`src/rtl/simd_fc_pkg.sv`:
```
package simd_fc_pkg;

    typedef enum logic [2:0] {
        OP_JUMP    = 3'd0,
        OP_LOOP    = 3'd1,
        OP_ENDLOOP = 3'd2,
        OP_REP     = 3'd3,
        OP_ENDREP  = 3'd4
    } fc_op_e;

    typedef enum logic [1:0] {
        BS_NONE = 2'd0,
        BS_DEC  = 2'd1,
        BS_INC  = 2'd2
    } bs_op_e;

    typedef enum logic [1:0] {
        STK_NONE = 2'd0,
        STK_POP  = 2'd1,
        STK_PUSH = 2'd2
    } stk_op_e;

endpackage

```
`src/rtl/simd_fc_lane.sv`:
```
module simd_fc_lane #(
    parameter int CNT_W = 8,
    parameter int POP_W = 5
) (
    input  logic             clk,
    input  logic             rst_n,
    input  logic             fire,
    input  logic             else_flag,
    input  logic [7:0]       jump_tbl,
    input  logic             alu_bit,
    input  logic             pred_bit,
    input  logic             static_bool,
    input  logic             take,
    input  logic [1:0]       bs_op,
    input  logic [POP_W-1:0] pop_cnt,
    output logic             act_pre,
    output logic             wish,
    output logic             active
);
    import simd_fc_pkg::*;

    typedef struct packed {
        logic             act;
        logic [CNT_W-1:0] cnt;
    } lane_t;

    lane_t q, d, sw;
    logic [CNT_W:0] diff;

    // else swap happens before the vote
    always_comb begin
        sw = q;
        if (fire && else_flag) begin
            if (q.act) begin
                sw.act = 1'b0;
                sw.cnt = '0;
            end else if (q.cnt == '0) begin
                sw.act = 1'b1;
            end
        end
        act_pre = sw.act;
        wish    = jump_tbl[{alu_bit, pred_bit, static_bool}];
    end

    always_comb begin
        d    = sw;
        diff = {1'b0, sw.cnt} - (CNT_W + 1)'(pop_cnt);
        if (fire) begin
            case (bs_op_e'(bs_op))
                BS_INC: begin
                    if (!sw.act) begin
                        if (sw.cnt != '1) d.cnt = sw.cnt + 1'b1;
                    end else if (wish != take) begin
                        d.act = 1'b0;
                        d.cnt = '0;
                    end
                end
                BS_DEC: begin
                    if (!sw.act) begin
                        if (diff[CNT_W]) begin
                            d.act = 1'b1;
                            d.cnt = '0;
                        end else begin
                            d.cnt = diff[CNT_W-1:0];
                        end
                    end
                end
                default: ;
            endcase
        end
    end

    always_ff @(posedge clk) begin
        if (!rst_n) begin
            q.act <= 1'b1;
            q.cnt <= '0;
        end else begin
            q <= d;
        end
    end

    assign active = q.act;

endmodule

```
`src/rtl/simd_fc_lifo.sv`:
```
module simd_fc_lifo #(
    parameter int W     = 9,
    parameter int DEPTH = 4
) (
    input  logic         clk,
    input  logic         rst_n,
    input  logic         push,
    input  logic         pop,
    input  logic         upd,
    input  logic [W-1:0] wdata,
    input  logic [W-1:0] udata,
    output logic [W-1:0] top,
    output logic         empty,
    output logic         full
);
    localparam int CB = $clog2(DEPTH + 1);
    localparam int IW = (DEPTH > 1) ? $clog2(DEPTH) : 1;

    typedef struct packed {
        logic [DEPTH-1:0][W-1:0] mem;
        logic [CB-1:0]           cnt;
    } stk_t;

    stk_t q, d;
    logic [CB-1:0] cm1;

    always_comb begin
        d     = q;
        empty = (q.cnt == '0);
        full  = (q.cnt == CB'(DEPTH));
        cm1   = q.cnt - 1'b1;
        top   = empty ? '0 : q.mem[IW'(cm1)];
        if (push && !full) begin
            d.mem[IW'(q.cnt)] = wdata;
            d.cnt = q.cnt + 1'b1;
        end else if (pop && !empty) begin
            d.cnt = cm1;
        end else if (upd && !empty) begin
            d.mem[IW'(cm1)] = udata;
        end
    end

    always_ff @(posedge clk) begin
        if (!rst_n) q <= '0;
        else        q <= d;
    end

endmodule

```
`src/rtl/simd_flow_ctl.sv`:
```
module simd_flow_ctl #(
    parameter int NPIX      = 4,
    parameter int PC_W      = 9,
    parameter int CNT_W     = 8,
    parameter int POP_W     = 5,
    parameter int LCNT_W    = 8,
    parameter int LREG_W    = 8,
    parameter int STK_DEPTH = 4
) (
    input  logic              clk,
    input  logic              rst_n,
    input  logic              fc_valid,
    input  logic [2:0]        fc_op,
    input  logic [7:0]        jump_tbl,
    input  logic              any_mode,
    input  logic [1:0]        bs_taken,
    input  logic [1:0]        bs_not_taken,
    input  logic [POP_W-1:0]  pop_cnt,
    input  logic              else_flag,
    input  logic [1:0]        stk_op,
    input  logic              ignore_uncov,
    input  logic [PC_W-1:0]   jump_addr,
    input  logic              jump_global,
    input  logic [PC_W-1:0]   prog_offset,
    input  logic [PC_W-1:0]   cur_pc,
    input  logic [NPIX-1:0]   alu_bits,
    input  logic [NPIX-1:0]   pred_bits,
    input  logic              static_bool,
    input  logic [NPIX-1:0]   covered,
    input  logic [LCNT_W-1:0] loop_count,
    input  logic [LREG_W-1:0] loop_base,
    output logic              res_valid,
    output logic              jump_taken,
    output logic [PC_W-1:0]   pc_next,
    output logic [NPIX-1:0]   active_mask,
    output logic [LREG_W-1:0] loop_reg,
    output logic              stack_err
);
    import simd_fc_pkg::*;

    localparam int LW = LCNT_W + LREG_W;

    typedef struct packed {
        logic            res_valid;
        logic            taken;
        logic [PC_W-1:0] pc;
        logic            err;
    } ctl_t;

    ctl_t q, d;

    logic [NPIX-1:0]   act_pre, wish, voters;
    logic              any_yes, all_yes, vote, take, err_ev;
    logic [1:0]        bs_sel;
    logic [PC_W-1:0]   target, pc_calc;
    logic [LREG_W-1:0] cur_al;
    logic [LCNT_W-1:0] dec_cnt;
    fc_op_e            op;

    logic [LW-1:0]     ltop, lwdata, ludata;
    logic              lpush, lpop, lupd, lempty, lfull;
    logic              lpush_c, lpop_c, lupd_c;
    logic [PC_W-1:0]   atop;
    logic              apush, apop, aempty, afull;
    logic              apush_c, apop_c;

    always_comb begin
        op      = fc_op_e'(fc_op);
        voters  = act_pre & (ignore_uncov ? covered : {NPIX{1'b1}});
        any_yes = |(voters & wish);
        all_yes = &(~voters | wish);
        vote    = any_mode ? any_yes : all_yes;
        cur_al  = lempty ? '0 : ltop[LREG_W-1:0];
        dec_cnt = ltop[LW-1:LREG_W] - 1'b1;
        target  = jump_global ? jump_addr : jump_addr + prog_offset;
        lwdata  = {loop_count, (op == OP_LOOP) ? loop_base : cur_al};
        ludata  = {dec_cnt, (op == OP_ENDLOOP) ? cur_al + 1'b1 : cur_al};
        take    = vote;
        err_ev  = 1'b0;
        lpush_c = 1'b0;
        lpop_c  = 1'b0;
        lupd_c  = 1'b0;
        apush_c = 1'b0;
        apop_c  = 1'b0;

        case (op)
            OP_LOOP, OP_REP: begin
                take = (loop_count == '0) | vote;
                if (!take) begin
                    if (lfull) err_ev  = 1'b1;
                    else       lpush_c = 1'b1;
                end
            end
            OP_ENDLOOP, OP_ENDREP: begin
                if (lempty) begin
                    take   = 1'b0;
                    err_ev = 1'b1;
                end else begin
                    take = vote && (dec_cnt != '0);
                    if (dec_cnt == '0) lpop_c = 1'b1;
                    else               lupd_c = 1'b1;
                end
            end
            default: ;
        endcase

        if (take && stk_op_e'(stk_op) == STK_PUSH) begin
            if (afull) err_ev  = 1'b1;
            else       apush_c = 1'b1;
        end
        if (take && stk_op_e'(stk_op) == STK_POP) begin
            if (aempty) begin
                err_ev = 1'b1;
            end else begin
                target = atop;
                apop_c = 1'b1;
            end
        end

        pc_calc = take ? target : cur_pc + 1'b1;
        bs_sel  = take ? bs_taken : bs_not_taken;

        lpush = fc_valid & lpush_c;
        lpop  = fc_valid & lpop_c;
        lupd  = fc_valid & lupd_c;
        apush = fc_valid & apush_c;
        apop  = fc_valid & apop_c;

        d           = q;
        d.res_valid = fc_valid;
        if (fc_valid) begin
            d.taken = take;
            d.pc    = pc_calc;
            d.err   = q.err | err_ev;
        end
    end

    always_ff @(posedge clk) begin
        if (!rst_n) q <= '0;
        else        q <= d;
    end

    for (genvar i = 0; i < NPIX; i++) begin : g_lane
        simd_fc_lane #(.CNT_W(CNT_W), .POP_W(POP_W)) u_lane (
            .clk        (clk),
            .rst_n      (rst_n),
            .fire       (fc_valid),
            .else_flag  (else_flag),
            .jump_tbl   (jump_tbl),
            .alu_bit    (alu_bits[i]),
            .pred_bit   (pred_bits[i]),
            .static_bool(static_bool),
            .take       (take),
            .bs_op      (bs_sel),
            .pop_cnt    (pop_cnt),
            .act_pre    (act_pre[i]),
            .wish       (wish[i]),
            .active     (active_mask[i])
        );
    end

    simd_fc_lifo #(.W(PC_W), .DEPTH(STK_DEPTH)) u_addr_stk (
        .clk(clk), .rst_n(rst_n), .push(apush), .pop(apop), .upd(1'b0),
        .wdata(cur_pc), .udata('0), .top(atop), .empty(aempty), .full(afull)
    );

    simd_fc_lifo #(.W(LW), .DEPTH(STK_DEPTH)) u_loop_stk (
        .clk(clk), .rst_n(rst_n), .push(lpush), .pop(lpop), .upd(lupd),
        .wdata(lwdata), .udata(ludata), .top(ltop), .empty(lempty), .full(lfull)
    );

    assign res_valid  = q.res_valid;
    assign jump_taken = q.taken;
    assign pc_next    = q.pc;
    assign stack_err  = q.err;
    assign loop_reg   = cur_al;

endmodule

```
`config.mk`:
```
export PLATFORM = sky130hd
export DESIGN_NAME = simd_flow_ctl
export DESIGN_NICKNAME = d
export VERILOG_FILES = /design/src/rtl/simd_fc_pkg.sv /design/src/rtl/simd_fc_lane.sv /design/src/rtl/simd_fc_lifo.sv /design/src/rtl/simd_flow_ctl.sv
export SDC_FILE = /design/constraint.sdc
export NUM_CORES = 1
export LEC_CHECK = 0
export BUFFER_PORTS_ARGS = -buffer_cell sky130_fd_sc_hd__buf_2
export CORE_MARGIN = 1
export CORE_UTILIZATION = 50
export DETAILED_ROUTE_END_ITERATION = 10
export GPL_ROUTABILITY_DRIVEN = 0
export PLACE_DENSITY = 0.68
export SETUP_SLACK_MARGIN = 0.3
export SYNTH_ARGS = -nofsm -noshare
export SYNTH_HDL_FRONTEND = slang
export SYNTH_SLANG_ARGS = --single-unit
```
`constraint.sdc`:
```
create_clock -name clk -period 18.67 [get_ports clk]
set_clock_uncertainty 0.15 [all_clocks]
set_input_delay 2.8005 -clock clk [delete_from_list [all_inputs] [get_ports clk]]
set_output_delay 2.8005 -clock clk [all_outputs]
set_load 0.02 [all_outputs]
```
-- After elaboration in Yosys (flattened, before gate mapping)
Index checks and enable logic that the tools add are counted.
- add/subtract/negate cells: 16
- magnitude comparators: 11
- equal/unequal tests: 19
- multiplexer cells: 113
- bitwise operators: 11
- reduce and logical (&&, ||, !) cells: 33
- operators by type and width (cell ; number):
    $mux W9 ; 22
    $mux W8 ; 19
    $bwmux W64 ; 2
    $mux W64 ; 2
    $pmux W9 S2 ; 4
    $mux W67 ; 1
    $demux W16 S2 ; 2
    $mux W16 ; 4
    $logic_not A8 Y1 ; 6
    $mux W1 ; 42
    $add A8 B1 Y8 const B ; 5
    $bwmux W36 ; 1
    $sub A8 B5 Y9 ; 4
    $bmux W16 S2 ; 1
    $ne A8 B8 Y1 const B ; 4
    $bmux W9 S2 ; 1
    $demux W9 S2 ; 1
    $lt A3 B4 Y1 const B ; 4
    $bmux W1 S3 ; 4
    $logic_and A1 B1 Y1 ; 12
    $lt A2 B3 Y1 const B ; 4
    $add A9 B1 Y9 const B ; 1
    $add A9 B9 Y9 ; 1
    $eq A3 B3 Y1 const B ; 3
    other kinds (27) ; 53
- bits in registers: 154
- input port bits: 85
- output and inout port bits: 24
- logic and storage cells: 225

-- Logic depth before layout (Yosys ltp)
Gate-level depths: netlist (run 1).
- depth after elaboration: 18
- mapped depth: 25
- gate-level depth less buffers: 20

-- By module
Synthesis (run 1) repeated with hierarchy kept, for this count alone.
- cells, all modules: 1666
- area total of the unflattened synthesis: 13342.8 µm²
- by module, submodules not included (module ; times used ; cells each ; area an instance (µm²) ; sequential area each (µm²)):
    simd_fc_lifo (u_loop_stk) ; 1 ; 423 ; 3731.1 ; 1341.3
    simd_fc_lane (g_lane[0].u_lane ...) ; 2 ; 182 ; 1327.5 ; 180.2
    simd_fc_lifo (u_addr_stk) ; 1 ; 245 ; 2262.2 ; 780.7
    simd_flow_ctl ; 1 ; 255 ; 1901.8 ; 240.2
    simd_fc_lane (g_lane[3].u_lane) ; 1 ; 191 ; 1445.1 ; 180.2
    simd_fc_lane (g_lane[1].u_lane) ; 1 ; 188 ; 1347.5 ; 180.2

-- Worst setup path before layout (run 1)
Ideal clock, no wire load.
- kind: input to register
- start point: input static_bool
- end point: register g_lane[0].u_lane.q, in the netlist g_lane[0].u_lane.active
- setup time: 0.137 ns
- data arrival time: 6.658 ns
- data required time: 18.383 ns
- path slack: 11.725 ns
- stages: 16
- path buffers: 4
- cell sequence: clkbuf_1 mux2i_1 mux4_2 nor3_1 o41ai_1 o21ai_0 o22ai_4 buf_2 mux2_2 ha_1 nor2_1 clkbuf_1 clkbuf_1 o21ai_0 nand2_1 nand3_1
- longest elaborated chain between the ends: 13
- elaborated cells between the ends (all ways): 25
- those cells by class: eq/ne: 3; mux: 16; bitwise: 3; reduce/logical: 3
- RTL lines (element ; line ; text):
    from (decl) ; simd_flow_ctl.sv:28 ; input logic static_bool,
    $bmux W1 S3 ; simd_fc_lane.sv:42 ; wish = jump_tbl[{alu_bit, pred_bit, static_bool}];
    $mux W1 (not written as such) ; simd_fc_lane.sv:42 ;
    $or A4 B4 Y4 or $and A4 B4 Y4 (tied branches) ; simd_flow_ctl.sv:71, simd_flow_ctl.sv:70 ;
    $reduce_and A4 Y1 or $reduce_or A4 Y1 (tied branches) ; simd_flow_ctl.sv:71, simd_flow_ctl.sv:70 ;
    $mux W1 ; simd_flow_ctl.sv:72 ; vote = any_mode ? any_yes : all_yes;
    $logic_and A1 B1 Y1 ; simd_flow_ctl.sv:99 ; take = vote && (dec_cnt != '0);
    $mux W1 ; simd_flow_ctl.sv:95 ; if (lempty) begin
    $pmux W1 S2 ; simd_flow_ctl.sv:86 ; case (op)
    $ne A1 B1 Y1 ; simd_fc_lane.sv:53 ; end else if (wish != take) begin
    $mux W9 ; simd_fc_lane.sv:53 ;
    $mux W1 ; simd_fc_lane.sv:51 ; if (!sw.act) begin
    $pmux W9 S2 (*) ; simd_fc_lane.sv:49 ; case (bs_op_e'(bs_op))
    $mux W9 (*) ; simd_fc_lane.sv:48 ; if (fire) begin
    to (decl) ; simd_fc_lane.sv:27 ; lane_t q, d, sw;
Every way passes the cells marked *; elsewhere a longest branch is shown, timed or not. The select of a mux whose other input is x is not followed.
A chain may end at the register's enable or synchronous reset.

-- Final worst setup path (run 1)
- start point: input fc_valid
- end point: register g_lane[3].u_lane.q[2] (netlist bit)
- longest elaborated chain between the ends: 15
- elaborated cells between the ends (all ways): 30
- those cells by class: add/sub: 2; eq/ne: 4; mux: 15; bitwise: 5; reduce/logical: 4
- RTL lines (element ; line ; text):
    from (decl) ; simd_flow_ctl.sv:12 ; input logic fc_valid,
    $logic_and A1 B1 Y1 ; simd_fc_lane.sv:33 ; if (fire && else_flag) begin
    $mux W9 ; simd_fc_lane.sv:33 ;
    $and A4 B4 Y4 ; simd_flow_ctl.sv:69 ; voters = act_pre & (ignore_uncov ? covered : {NPIX{1'b1}});
    $not A4 Y4 ; simd_flow_ctl.sv:71 ; all_yes = &(~voters | wish);
    $or A4 B4 Y4 ; simd_flow_ctl.sv:71 ;
    $reduce_and A4 Y1 ; simd_flow_ctl.sv:71 ;
    $mux W1 ; simd_flow_ctl.sv:72 ;
    $logic_and A1 B1 Y1 ; simd_flow_ctl.sv:99 ;
    $mux W1 ; simd_flow_ctl.sv:95 ;
    $pmux W1 S2 ; simd_flow_ctl.sv:86 ;
    $ne A1 B1 Y1 ; simd_fc_lane.sv:53 ;
    $mux W9 ; simd_fc_lane.sv:53 ;
    $mux W8 ; simd_fc_lane.sv:51 ;
    $pmux W9 S2 ; simd_fc_lane.sv:49 ;
    $mux W9 (*) ; simd_fc_lane.sv:48 ;
    to (decl) ; simd_fc_lane.sv:27 ;
Every way passes the cells marked *; elsewhere a longest branch is shown, timed or not.

==> flow_metrics.tcl, run 1 <==
set metrics [dict create \
    start_util_pct 51.1 \
    power_mw 0.916 \
    syn-instance-count 1415 \
    power_switching_share_pct 34.9 \
    fin_setup_tns_ns 0 \
    numCtsBuffers 17 \
    worst-path-buf-inv 2 \
    hold_start "u_loop_stk.q[50]$_SDFFE_PN0P_" \
    grt_max_degree 107 \
    seq_area_frac_synth_pct 26.6 \
    cts_hold_buf 0 \
    min_to "u_loop_stk.q[50]$_SDFFE_PN0P_" \
    drt-total-wl_um 34500 \
    coreArea_mm2 0.0227 \
    synth_flop_cell "dfxtp_1" \
    fmax_mhz 125 \
    clk_pin_slew_ns 0.07 \
    htreeDepth 4 \
    root_buffer "clkbuf_16" \
    grt_pass1_vias 10500 \
    synth_edf_count 0 \
    fp.dieH_um 154 \
    critical-path-top-delay-family "compound AO/OA/AOI/OAI gates" \
    crit_path_start_kind "input port" \
    die_w_um 154 \
    syn_nets 1555 \
    final.period_utilization_pct 42.8 \
    avgRoutedWirePerCell_um 19.7 \
    clock_path_buffers 2 \
    drive_gt1_share_pct 14.3 \
    hold_class "reg2reg" \
    reg2reg_slack_ns 12.17 \
    power.share.combinational_pct 24.7 \
    grt_setup_unrepaired "false" \
    hold_viol 0 \
    rr_worst_depth 19 \
    final_nets 1596 \
    ys_ff_latch 154 \
    pin_count 109 \
    fin_crit_ns 7.99 \
    end_kind "flip-flop" \
    cp.arrival_ns 8.19 \
    fin_util_pct 56.1 \
    syn_area_mm2 0.0116 \
    ys_types 90 \
    avgViaCountPerCell 6.37 \
    critical_path_class "in2reg" \
    ant_nets 0 \
    cts.sink_count 154 \
    drc 0 \
    cts_tree "built" \
    worst-slew-pin-transition_ns 1.10 \
    diodes 0 \
    firstDrtPassIters 7 \
    grt_first_pass_wirelength_um 55400 \
    area_growth_pct 9.84 \
    critPathMostFrequentCell "nor2_1" \
    relSlewSlack_pct 26.0 \
    drv_cap 0 \
    ir_worst_vdd_mv 0.0417 \
    p_switching_mw 0.319 \
    antenna_found_initial 0 \
    leakage_nw 5.55 \
    postCtsSetupBuffers 0 \
    grtUsageTotal_pct 29.0 \
    report.final.slew_viol_count 0 \
    drt-initial-drc-count 1091 \
    required_ns 18.87 \
    vias 11200 \
    cts.repair.resized 0 \
    synth-async-reset-ratio_pct 0 \
    slowest_delay_ns 0.76 \
    io_buffer_count 108 \
    p_int_mw 0.596 \
    r2r_start "u_loop_stk.q[1]$_SDFFE_PN0P_" \
    worstPathCellList "buf_2 -> nand2_1 -> a32oi_1 -> nor3_1 -> o41ai_1 -> o21ai_0 -> o22ai_4 -> mux2i_1 -> ha_1 -> inv_1 -> nor2_1 -> a221oi_1 -> nor2_1 -> nor2_1 -> a211oi_1" \
    dp_hpwl_um 23600 \
    nFillCells 2143 \
    ys_warn_count 0 \
    design.die.area_mm2 0.0238 \
    pwr-share-seq_pct 38.7 \
    row_count 55 \
    status "finished clean" \
    critPathMaxFanout 29 \
    power_per_cell_area_mw_per_mm2 71.9 \
    whs_path_depth 2 \
    p_clk_share_pct 36.6 \
    synth_area_per_cell_um2 8.19 \
    gr-total-overflow 0 \
    r2r_end "g_lane[3].u_lane.q[2]$_SDFF_PN0_" \
    clk_latency_ns 0.44 \
    setup_viol 0 \
    crit_slowest_cell "o22ai_4" \
]
## cell usage in the layout (no fill, tap or decap), drive strengths merged, types with 10 or more instances in the layout
cell type  count
a211oi        22
a21boi        25
a21o          11
a21oi         62
a22oi         28
a32oi         11
and2          36
and3          17
buf          120
clkbuf        18
dfxtp        154
ha            50
inv           60
mux2i         67
mux4          28
nand2        148
nand3         83
nand4         12
nor2          93
nor2b         55
nor3          21
o211a         34
o211ai        22
o21a          10
o21ai         74
xnor2         35
## per-layer routing
layer / share of wire (%) / track usage, % / up-vias
met5: 0 / 0 / -
met4: 1.4 / 8.39 / 0
met3: 7.3 / 4.31 / 44
met2: 46 / 46.3 / 469
met1: 45 / 40.6 / 5348
li1: - / - / 5305
## power groups by stage
stage	clock network (mW)	logic [mW]	registers [mW]
2_1_floorplan	0	0.159	0.359
3_3_place_gp	0	0.217	0.361
3_5_place_dp	0	0.221	0.361
4_1_cts	0.339	0.223	0.354
5_1_grt	0.354	0.248	0.356
6_report	0.335	0.226	0.354
## how the worst max path moves through the flow
stage | from | endpoint | slack [ns] | cells past startpoint
2_1_floorplan | static_bool | g_lane[0].u_lane.active$_SDFF_PN1_ | 11.73 | 16
3_3_place_gp | fc_valid | g_lane[3].u_lane.q[3]$_SDFF_PN0_ | 10.58 | 14
3_5_place_dp | fc_valid | g_lane[3].u_lane.q[2]$_SDFF_PN0_ | 10.27 | 15
4_1_cts | fc_valid | g_lane[3].u_lane.q[2]$_SDFF_PN0_ | 10.72 | 15
5_1_grt | fc_valid | g_lane[3].u_lane.q[3]$_SDFF_PN0_ | 10.27 | 14
6_report | fc_valid | g_lane[3].u_lane.q[2]$_SDFF_PN0_ | 10.68 | 15
## kinds of logic after synthesis
logic type      share of synthesized area, %
compound gates                          24.0
xor+xnor                                3.39
fa+ha+maj                               6.26
buf+inv                                 5.42
flops                                   26.6
mux                                     11.7
simple gates                            22.6
## synth_stat cells (8+ instances only)
library cell	count	area, um2
inv_1	53	199
nand4_1	12	75.1
a31oi_1	9	56.3
clkbuf_1	68	255
nand3_1	82	410
nor2b_1	55	344
o21ai_0	70	350
xnor2_1	35	307
mux2i_1	67	671
mux4_2	28	631
and2_1	35	219
a21boi_0	20	150
nor2_1	90	338
a32oi_1	11	96.3
o211ai_1	22	165
and3_1	17	106
buf_2	16	80.1
a21o_1	11	82.6
a21oi_1	61	305
a22oi_1	28	210
or3_1	8	50.1
a211oi_1	21	158
ha_1	50	626
buf_4	9	67.6
nor3_1	20	100
nand2_1	148	556
o21a_1	10	75.1
o211a_1	34	340
dfxtp_1	154	3080
xor2_1	8	70.1
nand3b_1	8	60.1
## area by class of cell
type | count | area [um2] | area share, %
clock buffer | 18 | 429 | 3.37
clock inverter | 14 | 130 | 1.02
inverter | 55 | 206 | 1.62
multi-input combinational | 1108 | 7900 | 62.0
sequential | 154 | 3080 | 24.2
tap | 285 | 357 | 2.80
timing repair buffer | 120 | 633 | 4.97
## sequential cells by signal (all words and copies together), names as in the netlist
register and flops:
stack_err 1, g_lane.u_lane.active 4, u_addr_stk.q 39, u_loop_stk.q 67
pc_next 9, res_valid 1, jump_taken 1, g_lane.u_lane.q 32
## worst reg2reg max path: stages, from the launching register on
cell and delay [ns]:
dfxtp_1 0.40, inv_1 0.13, ha_1 0.29, buf_4 0.32, mux4_2 0.43, nand2_1 0.22, ha_1 0.29, and4bb_1 0.23
o21ai_1 0.09, a2111o_1 0.45, o41a_1 0.50, o22ai_4 0.67, mux2i_1 0.37, ha_1 0.46, inv_1 0.28, nor2_1 0.57
a221oi_1 0.20, nor2_1 0.12, nor2_1 0.05, a211oi_1 0.22
## metrics by stage
stage                     hold WS (ns)  cells  setup slack (ns)  instance area (um2)
after global routing             0.327   1754             10.27                12700
final                            0.317   1754             10.68                12700
after detailed placement         0.302   1722             10.27                12200
after floorplan                  0.283   1415             11.73                11600
after global placement           0.296   1722             10.58                12200
after CTS                        0.313   1754             10.72                12700
Note: power is estimated with default switching activity, not from simulation.
==> inputs of run 2 (changes only) <==
PLACE_DENSITY = 0.71   (was 0.68)
clock period = 6.7 ns   (was 18.67 ns; I/O delays follow)
==> run 2 against run 1 <==
First-iteration DRC count grew 4.7%; flip-flop and latch count did not move; design area increased by 0.74%; global-route usage down 0.15 points; critical path depth grew 2; non-clock buffer count increased by 2; via count up 0.67%; worst hold slack gained 0.00077 ns; worst setup slack got worse by 9.8 ns; clock-buffer cell count did not move; power rose to 2.9 times the previous value; sequential power rose to 2.8 times the previous value.
==> flow_metrics.tcl, run 2 (synthesis results as in run 1) <==
set metrics [dict create \
    status "finished clean" \
    die_w_um 154 \
    worst-slew-pin-transition_ns 0.957 \
    avgViaCountPerCell 6.40 \
    drive_gt1_share_pct 14.5 \
    fin_setup_tns_ns 0 \
    cts.sink_count 154 \
    cp.arrival_ns 6.04 \
    gr-total-overflow 0 \
    dp_hpwl_um 23800 \
    final.period_utilization_pct 87.5 \
    grt_pass1_vias 10600 \
    fin_crit_ns 5.86 \
    row_count 55 \
    avgRoutedWirePerCell_um 19.5 \
    layout_commonest_cell "dfxtp_1" \
    grtUsageTotal_pct 28.9 \
    final_nets 1598 \
    largest_register_ffs 67 \
    root_buffer "clkbuf_16" \
    cts_tree "built" \
    layout.cells.non_filler 1757 \
    critical_path_class "reg2reg" \
    layout_common_cells "dfxtp_1, nand2_1, buf_2" \
    drt-total-wl_um 34300 \
    grt_first_pass_wirelength_um 55200 \
    crit_path_start_kind "flip-flop" \
    dp.cells 1724 \
    antenna_found_initial 1 \
    power_per_cell_area_mw_per_mm2 208 \
    design.die.area_mm2 0.0238 \
    relSlewSlack_pct 35.8 \
    fmax_mhz 171 \
    clk_latency_ns 0.43 \
    hold_class "reg2reg" \
    report.final.slew_viol_count 0 \
    ant_nets 0 \
    crit_slowest_cell "nor4_1" \
    top_register "u_loop_stk.q" \
    end_kind "flip-flop" \
    pin_count 109 \
    reg_top3 "u_loop_stk.q (67), u_addr_stk.q (39), g_lane.u_lane.q (32)" \
    hold_viol 0 \
    area_growth_pct 10.7 \
    nFillCells 2086 \
    drt-initial-drc-count 1142 \
    fp.dieH_um 154 \
    grt_setup_unrepaired "false" \
    htreeDepth 4 \
    drv_cap 0 \
    worstPathCellList "inv_1 -> ha_1 -> buf_4 -> mux4_2 -> nor4_1 -> mux2i_1 -> a21oi_2 -> o41a_1 -> o22ai_4 -> mux2i_1 -> ha_1 -> inv_1 -> nor2_1 -> a22oi_1 -> nor2_1 -> nor2_1 -> a211oi_1" \
    clk_pin_slew_ns 0.07 \
    setup_viol 0 \
    clock_path_buffers 2 \
    required_ns 6.88 \
    critPathMostFrequentCell "nor2_1" \
    vias 11200 \
    numCtsBuffers 17 \
    io_buffer_count 108 \
    leakage_nw 5.60 \
    coreArea_mm2 0.0227 \
    critPathMaxFanout 18 \
    slowest_delay_ns 0.60 \
    ir_worst_vdd_mv 0.142 \
    drc 0 \
    start_util_pct 51.1 \
    cts_hold_buf 0 \
    postCtsSetupBuffers 0 \
    firstDrtPassIters 8 \
    cts.repair.resized 0 \
    grt_max_degree 89 \
]
## run 2: changes by cell type in the layout (fill, tap and decap cells not counted), moves of 2 or more
cell	delta
clkinv_4	-2
inv_6	+2
bufinv_16	+3
buf_4	+2
## run 2: final cells by class
cell class                 instances  area [um2]  share of cell area [%]
inverter                          55         206                    1.61
multi-input combinational       1108        7900                    61.6
antenna                            1        2.50                  0.0195
clock buffer                      18         439                    3.42
sequential                       154        3080                    24.0
timing repair buffer             122         648                    5.05
clock inverter                    14         196                    1.53
tap                              285         357                    2.78
## run 2: per-layer routing
metal	vias up	routed length [um]	part of all wire (%)	track usage, %
met5	-	0	0	0
li1	5304	-	-	-
met1	5375	14900	43	38.4
met3	51	2800	8.2	5.32
met4	0	625	1.8	8.91
met2	511	16000	47	47.4
## run 2: worst paths after layout
check	cells past startpoint	end	slack, ns	start
worst max-delay path	17	g_lane[2].u_lane.q[0]$_SDFF_PN0_	0.84	u_loop_stk.q[0]$_SDFFE_PN0P_
worst min-delay path	2	u_loop_stk.q[50]$_SDFFE_PN0P_	0.32	u_loop_stk.q[50]$_SDFFE_PN0P_
worst max register to register	17	g_lane[2].u_lane.q[0]$_SDFF_PN0_	0.84	u_loop_stk.q[0]$_SDFFE_PN0P_
worst min register to register	2	u_loop_stk.q[50]$_SDFFE_PN0P_	0.32	u_loop_stk.q[50]$_SDFFE_PN0P_
## run 2: power breakdown
| part | total, mW | internal, mW | switching (mW) |
|---|---|---|---|
| Sequential | 0.988 | 0.948 | 0.0404 |
| Combinational | 0.633 | 0.226 | 0.407 |
| Clock | 1.05 | 0.613 | 0.438 |
| Total | 2.67 | 1.79 | 0.885 |
## run 2: per-stage QoR
stage | total power [mW] | util (%) | hold slack [ns] | area, um2 | worst slack (ns)
after global routing | 2.78 | 56.5 | 0.348 | 12800 | 0.441
after CTS | 2.67 | 56.5 | 0.317 | 12800 | 1.01
final | 2.67 | 56.5 | 0.318 | 12800 | 0.839
after global placement | 1.61 | 53.7 | 0.301 | 12200 | 0.812
after detailed placement | 1.62 | 53.7 | 0.308 | 12200 | 0.638
after floorplan | 1.44 | - | 0.283 | 11600 | 0.578
## run 2: worst max-delay path: cells and delay by family, from the launching register on
family | cells | cell delay [ns]
AO/OA/AOI/OAI | 5 | 1.21
adder cells (fa/ha/maj) | 2 | 0.86
buffers and inverters | 3 | 0.75
flip-flops | 1 | 0.45
multiplexers | 3 | 1.05
AND/OR/NAND/NOR | 4 | 1.28
